--- src/rtl/iadd_pkg.sv ---
package iadd_pkg;

    localparam int OP_W = 3;

    typedef enum logic [OP_W-1:0] {
        OP_ADD    = 3'd0,
        OP_ADDI   = 3'd1,
        OP_SUBF   = 3'd2,
        OP_ADDZE  = 3'd3,
        OP_SUBFZE = 3'd4,
        OP_NEG    = 3'd5
    } op_e;

    typedef enum logic {
        SO_IDLE    = 1'b0,
        SO_LATCHED = 1'b1
    } so_state_e;

endpackage

--- src/rtl/iadd_opsel.sv ---
module iadd_opsel
    import iadd_pkg::*;
#(
    parameter int W  = 32,
    parameter int IW = 16
) (
    input  logic [OP_W-1:0] op,
    input  logic [W-1:0]    a,
    input  logic [W-1:0]    b,
    input  logic [IW-1:0]   imm,
    input  logic            ca_in,
    output logic [W-1:0]    x,
    output logic [W-1:0]    y,
    output logic            cin,
    output logic            op_ok
);
    localparam int EXT = W - IW;

    logic [W-1:0] imm_ext;
    assign imm_ext = {{EXT{imm[IW-1]}}, imm};

    always_comb begin
        x     = a;
        y     = '0;
        cin   = 1'b0;
        op_ok = 1'b1;
        unique case (op)
            OP_ADD:    y = b;
            OP_ADDI:   y = imm_ext;
            OP_SUBF:   begin x = ~a; y = b; cin = 1'b1; end
            OP_ADDZE:  cin = ca_in;
            OP_SUBFZE: begin x = ~a; cin = ca_in; end
            OP_NEG:    begin x = ~a; cin = 1'b1; end
            default:   op_ok = 1'b0;
        endcase
    end
endmodule

--- src/rtl/iadd_core.sv ---
module iadd_core #(
    parameter int W = 32
) (
    input  logic [W-1:0] x,
    input  logic [W-1:0] y,
    input  logic         cin,
    output logic [W-1:0] sum,
    output logic         cout,
    output logic         ovf
);
    logic [W:0] full;

    assign full = {1'b0, x} + {1'b0, y} + {{W{1'b0}}, cin};
    assign sum  = full[W-1:0];
    assign cout = full[W];
    assign ovf  = (x[W-1] == y[W-1]) && (sum[W-1] != x[W-1]);
endmodule

--- src/rtl/iadd_flags.sv ---
module iadd_flags
    import iadd_pkg::*;
(
    input  logic clk,
    input  logic rst_n,
    input  logic upd,
    input  logic ovf_en,
    input  logic ca_wr,
    input  logic cout,
    input  logic ovf,
    input  logic so_clr,
    output logic ca_q,
    output logic ov_q,
    output logic so_q
);
    so_state_e st, st_nx;
    logic      rec_ovf;

    assign rec_ovf = upd && ovf_en && ovf;

    always_comb begin
        st_nx = st;
        unique case (st)
            SO_IDLE:    if (rec_ovf) st_nx = SO_LATCHED;
            SO_LATCHED: if (so_clr && !rec_ovf) st_nx = SO_IDLE;
            default:    st_nx = SO_IDLE;
        endcase
    end

    always_ff @(posedge clk or negedge rst_n) begin
        if (!rst_n) st <= SO_IDLE;
        else        st <= st_nx;
    end

    always_ff @(posedge clk or negedge rst_n) begin
        if (!rst_n) begin
            ca_q <= 1'b0;
            ov_q <= 1'b0;
        end else begin
            if (upd && ca_wr)  ca_q <= cout;
            if (upd && ovf_en) ov_q <= ovf;
        end
    end

    assign so_q = (st == SO_LATCHED);


    so_sticky_chk: assert property (@(posedge clk) disable iff (!rst_n)
        so_q && !so_clr |=> so_q);

    so_set_chk: assert property (@(posedge clk) disable iff (!rst_n)
        upd && ovf_en && ovf |=> so_q);

    so_clear_chk: assert property (@(posedge clk) disable iff (!rst_n)
        so_clr && !(upd && ovf_en && ovf) |=> !so_q);

    ov_hold_chk: assert property (@(posedge clk) disable iff (!rst_n)
        !(upd && ovf_en) |=> $stable(ov_q));

    ca_hold_chk: assert property (@(posedge clk) disable iff (!rst_n)
        !(upd && ca_wr) |=> $stable(ca_q));
endmodule

--- src/rtl/iadd_unit.sv ---
module iadd_unit
    import iadd_pkg::*;
#(
    parameter int W  = 32,
    parameter int IW = 16
) (
    input  logic            clk,
    input  logic            rst_n,
    input  logic            in_valid,
    input  logic [OP_W-1:0] op,
    input  logic [W-1:0]    opa,
    input  logic [W-1:0]    opb,
    input  logic [IW-1:0]   imm,
    input  logic            ca_in,
    input  logic            ca_wr,
    input  logic            ovf_en,
    input  logic            so_clr,
    output logic [W-1:0]    result,
    output logic            out_valid,
    output logic            ca_flag,
    output logic            ov_flag,
    output logic            so_flag
);
    logic [W-1:0] x, y, sum;
    logic         cin, op_ok, cout, ovf, upd;

    iadd_opsel #(.W(W), .IW(IW)) opsel_i (
        .op(op), .a(opa), .b(opb), .imm(imm), .ca_in(ca_in),
        .x(x), .y(y), .cin(cin), .op_ok(op_ok)
    );

    iadd_core #(.W(W)) core_i (
        .x(x), .y(y), .cin(cin), .sum(sum), .cout(cout), .ovf(ovf)
    );

    assign upd = in_valid && op_ok;

    iadd_flags flags_i (
        .clk(clk), .rst_n(rst_n), .upd(upd), .ovf_en(ovf_en), .ca_wr(ca_wr),
        .cout(cout), .ovf(ovf), .so_clr(so_clr),
        .ca_q(ca_flag), .ov_q(ov_flag), .so_q(so_flag)
    );

    always_ff @(posedge clk or negedge rst_n) begin
        if (!rst_n) begin
            result    <= '0;
            out_valid <= 1'b0;
        end else begin
            out_valid <= upd;
            if (upd) result <= sum;
        end
    end


    valid_follow_chk: assert property (@(posedge clk) disable iff (!rst_n)
        in_valid && op_ok |=> out_valid);

    reserved_ignore_chk: assert property (@(posedge clk) disable iff (!rst_n)
        !(in_valid && op_ok) |=> !out_valid && $stable(result));

    ov_sign_chk: assert property (@(posedge clk) disable iff (!rst_n)
        ovf |-> (x[W-1] == y[W-1]));
endmodule

--- config.mk ---
export PLATFORM = sky130hd
export DESIGN_NAME = iadd_unit
export DESIGN_NICKNAME = d
export VERILOG_FILES = /design/src/rtl/iadd_pkg.sv /design/src/rtl/iadd_opsel.sv /design/src/rtl/iadd_core.sv /design/src/rtl/iadd_flags.sv /design/src/rtl/iadd_unit.sv
export SDC_FILE = /design/constraint.sdc
export NUM_CORES = 1
export LEC_CHECK = 0
export BUFFER_PORTS_ARGS = -buffer_cell sky130_fd_sc_hd__buf_4
export CELL_PAD_IN_SITES_DETAIL_PLACEMENT = 1
export CELL_PAD_IN_SITES_GLOBAL_PLACEMENT = 1
export CORE_AREA = 4 4 132 83
export DETAILED_ROUTE_END_ITERATION = 7
export DIE_AREA = 0 0 136 87
export PLACE_DENSITY = 0.91
export SYNTH_ARGS = -nofsm -noshare
export SYNTH_HDL_FRONTEND = slang
export SYNTH_SLANG_ARGS = --single-unit
--- constraint.sdc ---
create_clock -name clk -period 1.4 [get_ports clk]
set_input_delay 0.14 -clock clk [delete_from_list [all_inputs] [get_ports clk]]
set_output_delay 0.14 -clock clk [all_outputs]
set_load 0.01 [all_outputs]
==> flow_summary.yaml, run 1 <==
synth:
  synth_warnings: 0
  async_flop_share_pct: 100
  syn_avg_cell_area_sq_um: 8.14
  synth_largest_area_cell: "dfrtp_1"
  synth_cell_types: 54
  synth_top_area_share_pct: 23.6
  synth_top_family_by_area: "compound AO/OA/AOI/OAI gates"
  syn_area_sq_mm: 0.00382
  synth-edff-count: 0
  synth_flop_cell: "dfrtp_1"
  synth_nets: 592
  synthAdderAreaFrac_pct: 11.2
  yosysSeqAreaShare_pct: 23.6
  syn_inst: 469
  synth_compound_area_share_pct: 31.2
  synthSimpleGateAreaFrac_pct: 14.8
  synth_xor_area_share_pct: 14.0
  synthMuxAreaShare_pct: 0.557
  ys_seq_elements: 36
  synth_area_leaders: "dfrtp_1 24%, xnor2_1 11%, ha_1 10%"
timing:
  worst-ep-kind: "register input"
  worst_endpoint: "flags_i.ca_q$_DFFE_PN0P_/D"
floorplanning:
  die_w_um: 136
  row_count: 28
  die_y_um: 87
  initial_utilization_pct: 39.3
  boundaryPins: 126
run_status:
  stop_stage: "global routing (5_1_grt)"
  outcome: "stopped before the end"
  error: "[ERROR GRT-0232] Routing congestion too high. Check the congestion heatmap in the GUI."
placed_design:
  io_buffers: 125
  gp_congestion: 0.957
  place_area_sq_mm: 0.00577
  place_hpwl_mm: 15.2
global_routing:
  antenna_found_initial: 4
  gr-total-overflow: 166
  grt.total_usage_pct: 75.5
  grt_start_max_net_pins: 60
clock_tree:
  clock_sinks: 36
  cts_buffers: 5
  cts.htree.levels: 2
  cts-root-buf: "clkbuf_16"
  clockBufferDepth: 2
layer usage:
metal  GRT usage [%]  GRT overflow
met1            75.7             3
met2            90.6            80
met3            57.3             2
met4            85.4            81
met5            19.7             0
cell usage after synthesis (3+ instances only):
| library cell | instances |
|---|---|
| nor2_1 | 18 |
| a22o_1 | 14 |
| nor2b_1 | 4 |
| o21a_1 | 7 |
| nor3_1 | 4 |
| buf_2 | 9 |
| nor4_1 | 3 |
| inv_1 | 13 |
| nand3_1 | 12 |
| nand4_1 | 9 |
| nand2b_1 | 4 |
| o31ai_1 | 3 |
| o21ai_0 | 43 |
| a31oi_1 | 3 |
| a21o_1 | 23 |
| nand2_1 | 58 |
| nor3b_1 | 3 |
| dfrtp_1 | 36 |
| xor2_1 | 15 |
| o21bai_1 | 4 |
| xnor2_1 | 46 |
| a211oi_1 | 4 |
| a21oi_1 | 40 |
| o211ai_1 | 9 |
| ha_1 | 31 |
| clkbuf_1 | 20 |
cell families after synthesis:
| kind of cell | after synthesis |
|---|---|
| AOI/OAI and AO/OA | 172 |
| and+or+nand+nor | 122 |
| xor gates and xnor gates | 61 |
| buffers and inverters | 43 |
| DFF | 36 |
| adders and majority gates | 33 |
| muxes | 2 |
per-stage QoR:
step,worst slack (ns),setup TNS [ns],cells,hold slack (ns)
CTS,-1.45,-38.18,852,0.0675
global placement,-1.79,-46.24,816,0.124
detailed placement,-2.14,-53.88,816,0.145
floorplan,-1.43,-35.92,469,-0.156
timing repair:
item                       CTS
pin swaps                   47
hold buffers                 1
hold endpoints to repair    36
resized for setup          105
setup endpoints to repair   34
buffers inserted            31
==> run 2, diff against run 1 <==
Settings changed: CELL_PAD_IN_SITES_DETAIL_PLACEMENT 1 to not set, CELL_PAD_IN_SITES_GLOBAL_PLACEMENT 1 to not set, CORE_AREA 4 4 132 83 to 4 4 103 105, DIE_AREA 0 0 136 87 to 0 0 107 109, PLACE_DENSITY 0.91 to not set, PLACE_DENSITY_LB_ADDON set to 0.15.
==> flow_summary.yaml, run 2 <==
power_and_ir_drop:
  ir_worst_vdd_mv: 0.397
  power_density_mw_per_mm2: 932
  p_comb_share_pct: 65.7
  power_frac_clock_pct: 11.7
  p_seq_share_pct: 22.6
  p_sw_share_pct: 39.9
  p_leak_uw: 0.00339
  netSwitchingPower_uw: 2640
  p_int_uw: 3970
  power_uw: 6610
timing:
  timing.fmax_ghz: 0.375
  fin_skew_ns: 0
  layout_min_cycle_time_ns: 2.66
  hold_viol_final: 0
  rsz0062_at_grt: "true"
  max_slew_margin_pct: 67.6
  slew_viol_final: 0
  timing.setup.tns_ns: -33.60
  holdWs_ns: 0.0331
  finalCritPeriodShare_pct: 190
  fin_ws_ns: -1.26
  setup_violations: 34
  tightest_slew_ns: 0.485
global_routing:
  grt.busiest_layer: "met2"
  grt_pass1_wl_mm: 21.3
  antenna_found_initial: 0
  grt_start_max_net_pins: 37
  grtUsageMet1_pct: 31.7
  grt_pass1_vias: 4486
  grt.total_usage_pct: 22.6
  met2_usage_pct: 37.6
  gr-total-overflow: 0
  grt_util_met3_pct: 2.43
clock_tree:
  insertion_delay_ns: 0.30
  clockBufferDepth: 2
  clock_sinks: 36
  clk_pin_slew_ns: 0.07
  cts_buffers: 5
  cts.htree.levels: 2
  cts-root-buf: "clkbuf_8"
  cts_tree: "done"
detailed_routing:
  vias: 4525
  ant_nets: 0
  avgViaCountPerCell: 5.22
  routedWlPerCell_um: 17.1
  first_iter_violations: 214
  firstDrtPassIters: 5
  drc: 0
  routed_wl_mm: 14.8
cells_and_area:
  syn2layout_area_growth_pct: 85.8
  final_util_pct: 73.6
  nets: 856
  antennaDiodeCount: 0
  fillers: 697
  drive_gt1_share_pct: 55.4
  largest_reg_flops: 32
  mostFrequentLayoutCells: "247 x buf_4, 55 x nand2_1, 36 x dfrtp_1, 32 x xnor2_1, 31 x o21ai_1"
  final_common_cell: "buf_4"
  top_register: "result"
synth:
  syn_area_sq_mm: 0.00382
  synth-edff-count: 0
  yosysMostFrequentCell: "nand2_1"
  synth_cell_types: 54
  ys_top_cells_by_count: "58 x nand2_1, 46 x xnor2_1, 43 x o21ai_0"
  synth_warnings: 0
  syn_avg_cell_area_sq_um: 8.14
  synth_flop_cell: "dfrtp_1"
  synth_largest_area_cell: "dfrtp_1"
  yosysSeqAreaShare_pct: 23.6
  syn_inst: 469
  synth_nets: 592
  synth_top_area_share_pct: 23.6
  async_flop_share_pct: 100
  synth_area_leaders: "dfrtp_1 24%, xnor2_1 11%, ha_1 10%"
  ys_seq_elements: 36
floorplanning:
  boundaryPins: 126
  initial_utilization_pct: 39.6
  coreArea_sq_mm: 0.00964
  die_w_um: 107
  die_y_um: 109
  row_count: 36
  die_area_sq_mm: 0.0117
placed_design:
  place_hpwl_mm: 10.1
  gp_congestion: 0.880
  pre_cts_slack_ns: -1.77
  io_buffers: 125
worst_setup_path:
  cp.arrival_ns: 2.84
  r2r_slack_ns: 0.62
  regToRegStartpoint: "result[18]$_DFFE_PN0P_"
  r2r-end: "result[18]$_DFFE_PN0P_"
  crit_type: "primary input to flop"
  crit_fanout: 7
  cp.required_ns: 1.58
  crit_start: "op[2]"
  worstSetupEndpoint: "result[26]$_DFFE_PN0P_"
  endpoint_kind: "flop"
  reg2reg_depth: 1
  start_kind: "primary input"
hold_path:
  worst_hold_path_type: "primary input to flop"
run_status:
  outcome: "finished, violations left"
  violations: "negative setup slack"
job:
  drv_cap: 0
run 2: how the worst min path moves through the flow:
| stage | startpoint | end | slack, ns | cells after the start |
|---|---|---|---|---|
| 3_3_place_gp | rst_n | result[13]$_DFFE_PN0P_ | 0.12 | 1 |
| 3_5_place_dp | rst_n | result[14]$_DFFE_PN0P_ | 0.13 | 1 |
| 5_1_grt | so_clr | flags_i.so_q$_DFF_PN0_ | 0.03 | 2 |
| 6_report | so_clr | flags_i.so_q$_DFF_PN0_ | 0.03 | 2 |
| 2_1_floorplan | rst_n | flags_i.ca_q$_DFFE_PN0P_ | -0.16 | 0 |
| 4_1_cts | so_clr | flags_i.so_q$_DFF_PN0_ | 0.03 | 2 |
run 2: repair_timing:
item	4_1_cts	5_1_grt
hold buffers	1	0
buffers inserted	21	20
pin swaps	59	52
resized for setup	114	71
setup endpoints to repair	34	34
cloned	0	2
hold endpoints to repair	36	0
run 2: area by class of cell:
class                      instances  area [sq um]  share of cell area, %
clock buffer                       5          68.8                  0.970
sequential                        36           901                   12.7
clock inverter                     3          18.8                  0.265
inverter                          13          48.8                  0.688
tap                              133           166                   2.35
timing repair buffer             287          2370                   33.4
multi-input combinational        390          3520                   49.6
run 2: power groups by stage:
stage	combinational (uW)	sequential [uW]	clock, uW
global route	4660	1530	838
floorplan	1540	1600	0
global placement	3310	1500	0
finish	4350	1490	774
detailed placement	3350	1510	0
CTS	3830	1490	784
run 2: cell families (layout without fill, tap and decap cells):
logic type | Yosys count | in the layout | synth area share, %
AO/OA/AOI/OAI | 172 | 172 | 31.2
adder cells (fa/ha/maj) | 33 | 33 | 11.2
XOR/XNOR | 61 | 61 | 14.0
buffers and inverters | 43 | 308 | 4.62
flip-flops | 36 | 36 | 23.6
multiplexers | 2 | 2 | 0.557
AND/OR/NAND/NOR | 122 | 122 | 14.8
run 2: stage by stage:
| stage | cell area [sq um] | std cells |
|---|---|---|
| 4_1_cts | 6540 | 846 |
| 2_1_floorplan | 3920 | 469 |
| 3_5_place_dp | 5810 | 818 |
| 6_report | 7090 | 867 |
| 3_3_place_gp | 5810 | 818 |
| 5_1_grt | 7090 | 867 |
run 2: routing by layer:
layer,part of all wire (%),routed length (um)
met1,44,6570
met2,50,7360
met3,4.3,642
met4,1.5,217
met5,0,0
run 2: worst max-delay path: stages:
cell      delay, ns
buf_12         0.12
nor3b_4        0.29
buf_6          0.16
buf_8          0.13
a22o_4         0.13
ha_4           0.20
buf_6          0.11
buf_6          0.11
o211ai_1       0.20
a211oi_4       0.09
o211ai_1       0.24
nand3_2        0.15
a221oi_4       0.35
buf_4          0.19
xor2_2         0.15
o21ai_1        0.07
No activity file was read; power rests on OpenSTA's default activity.
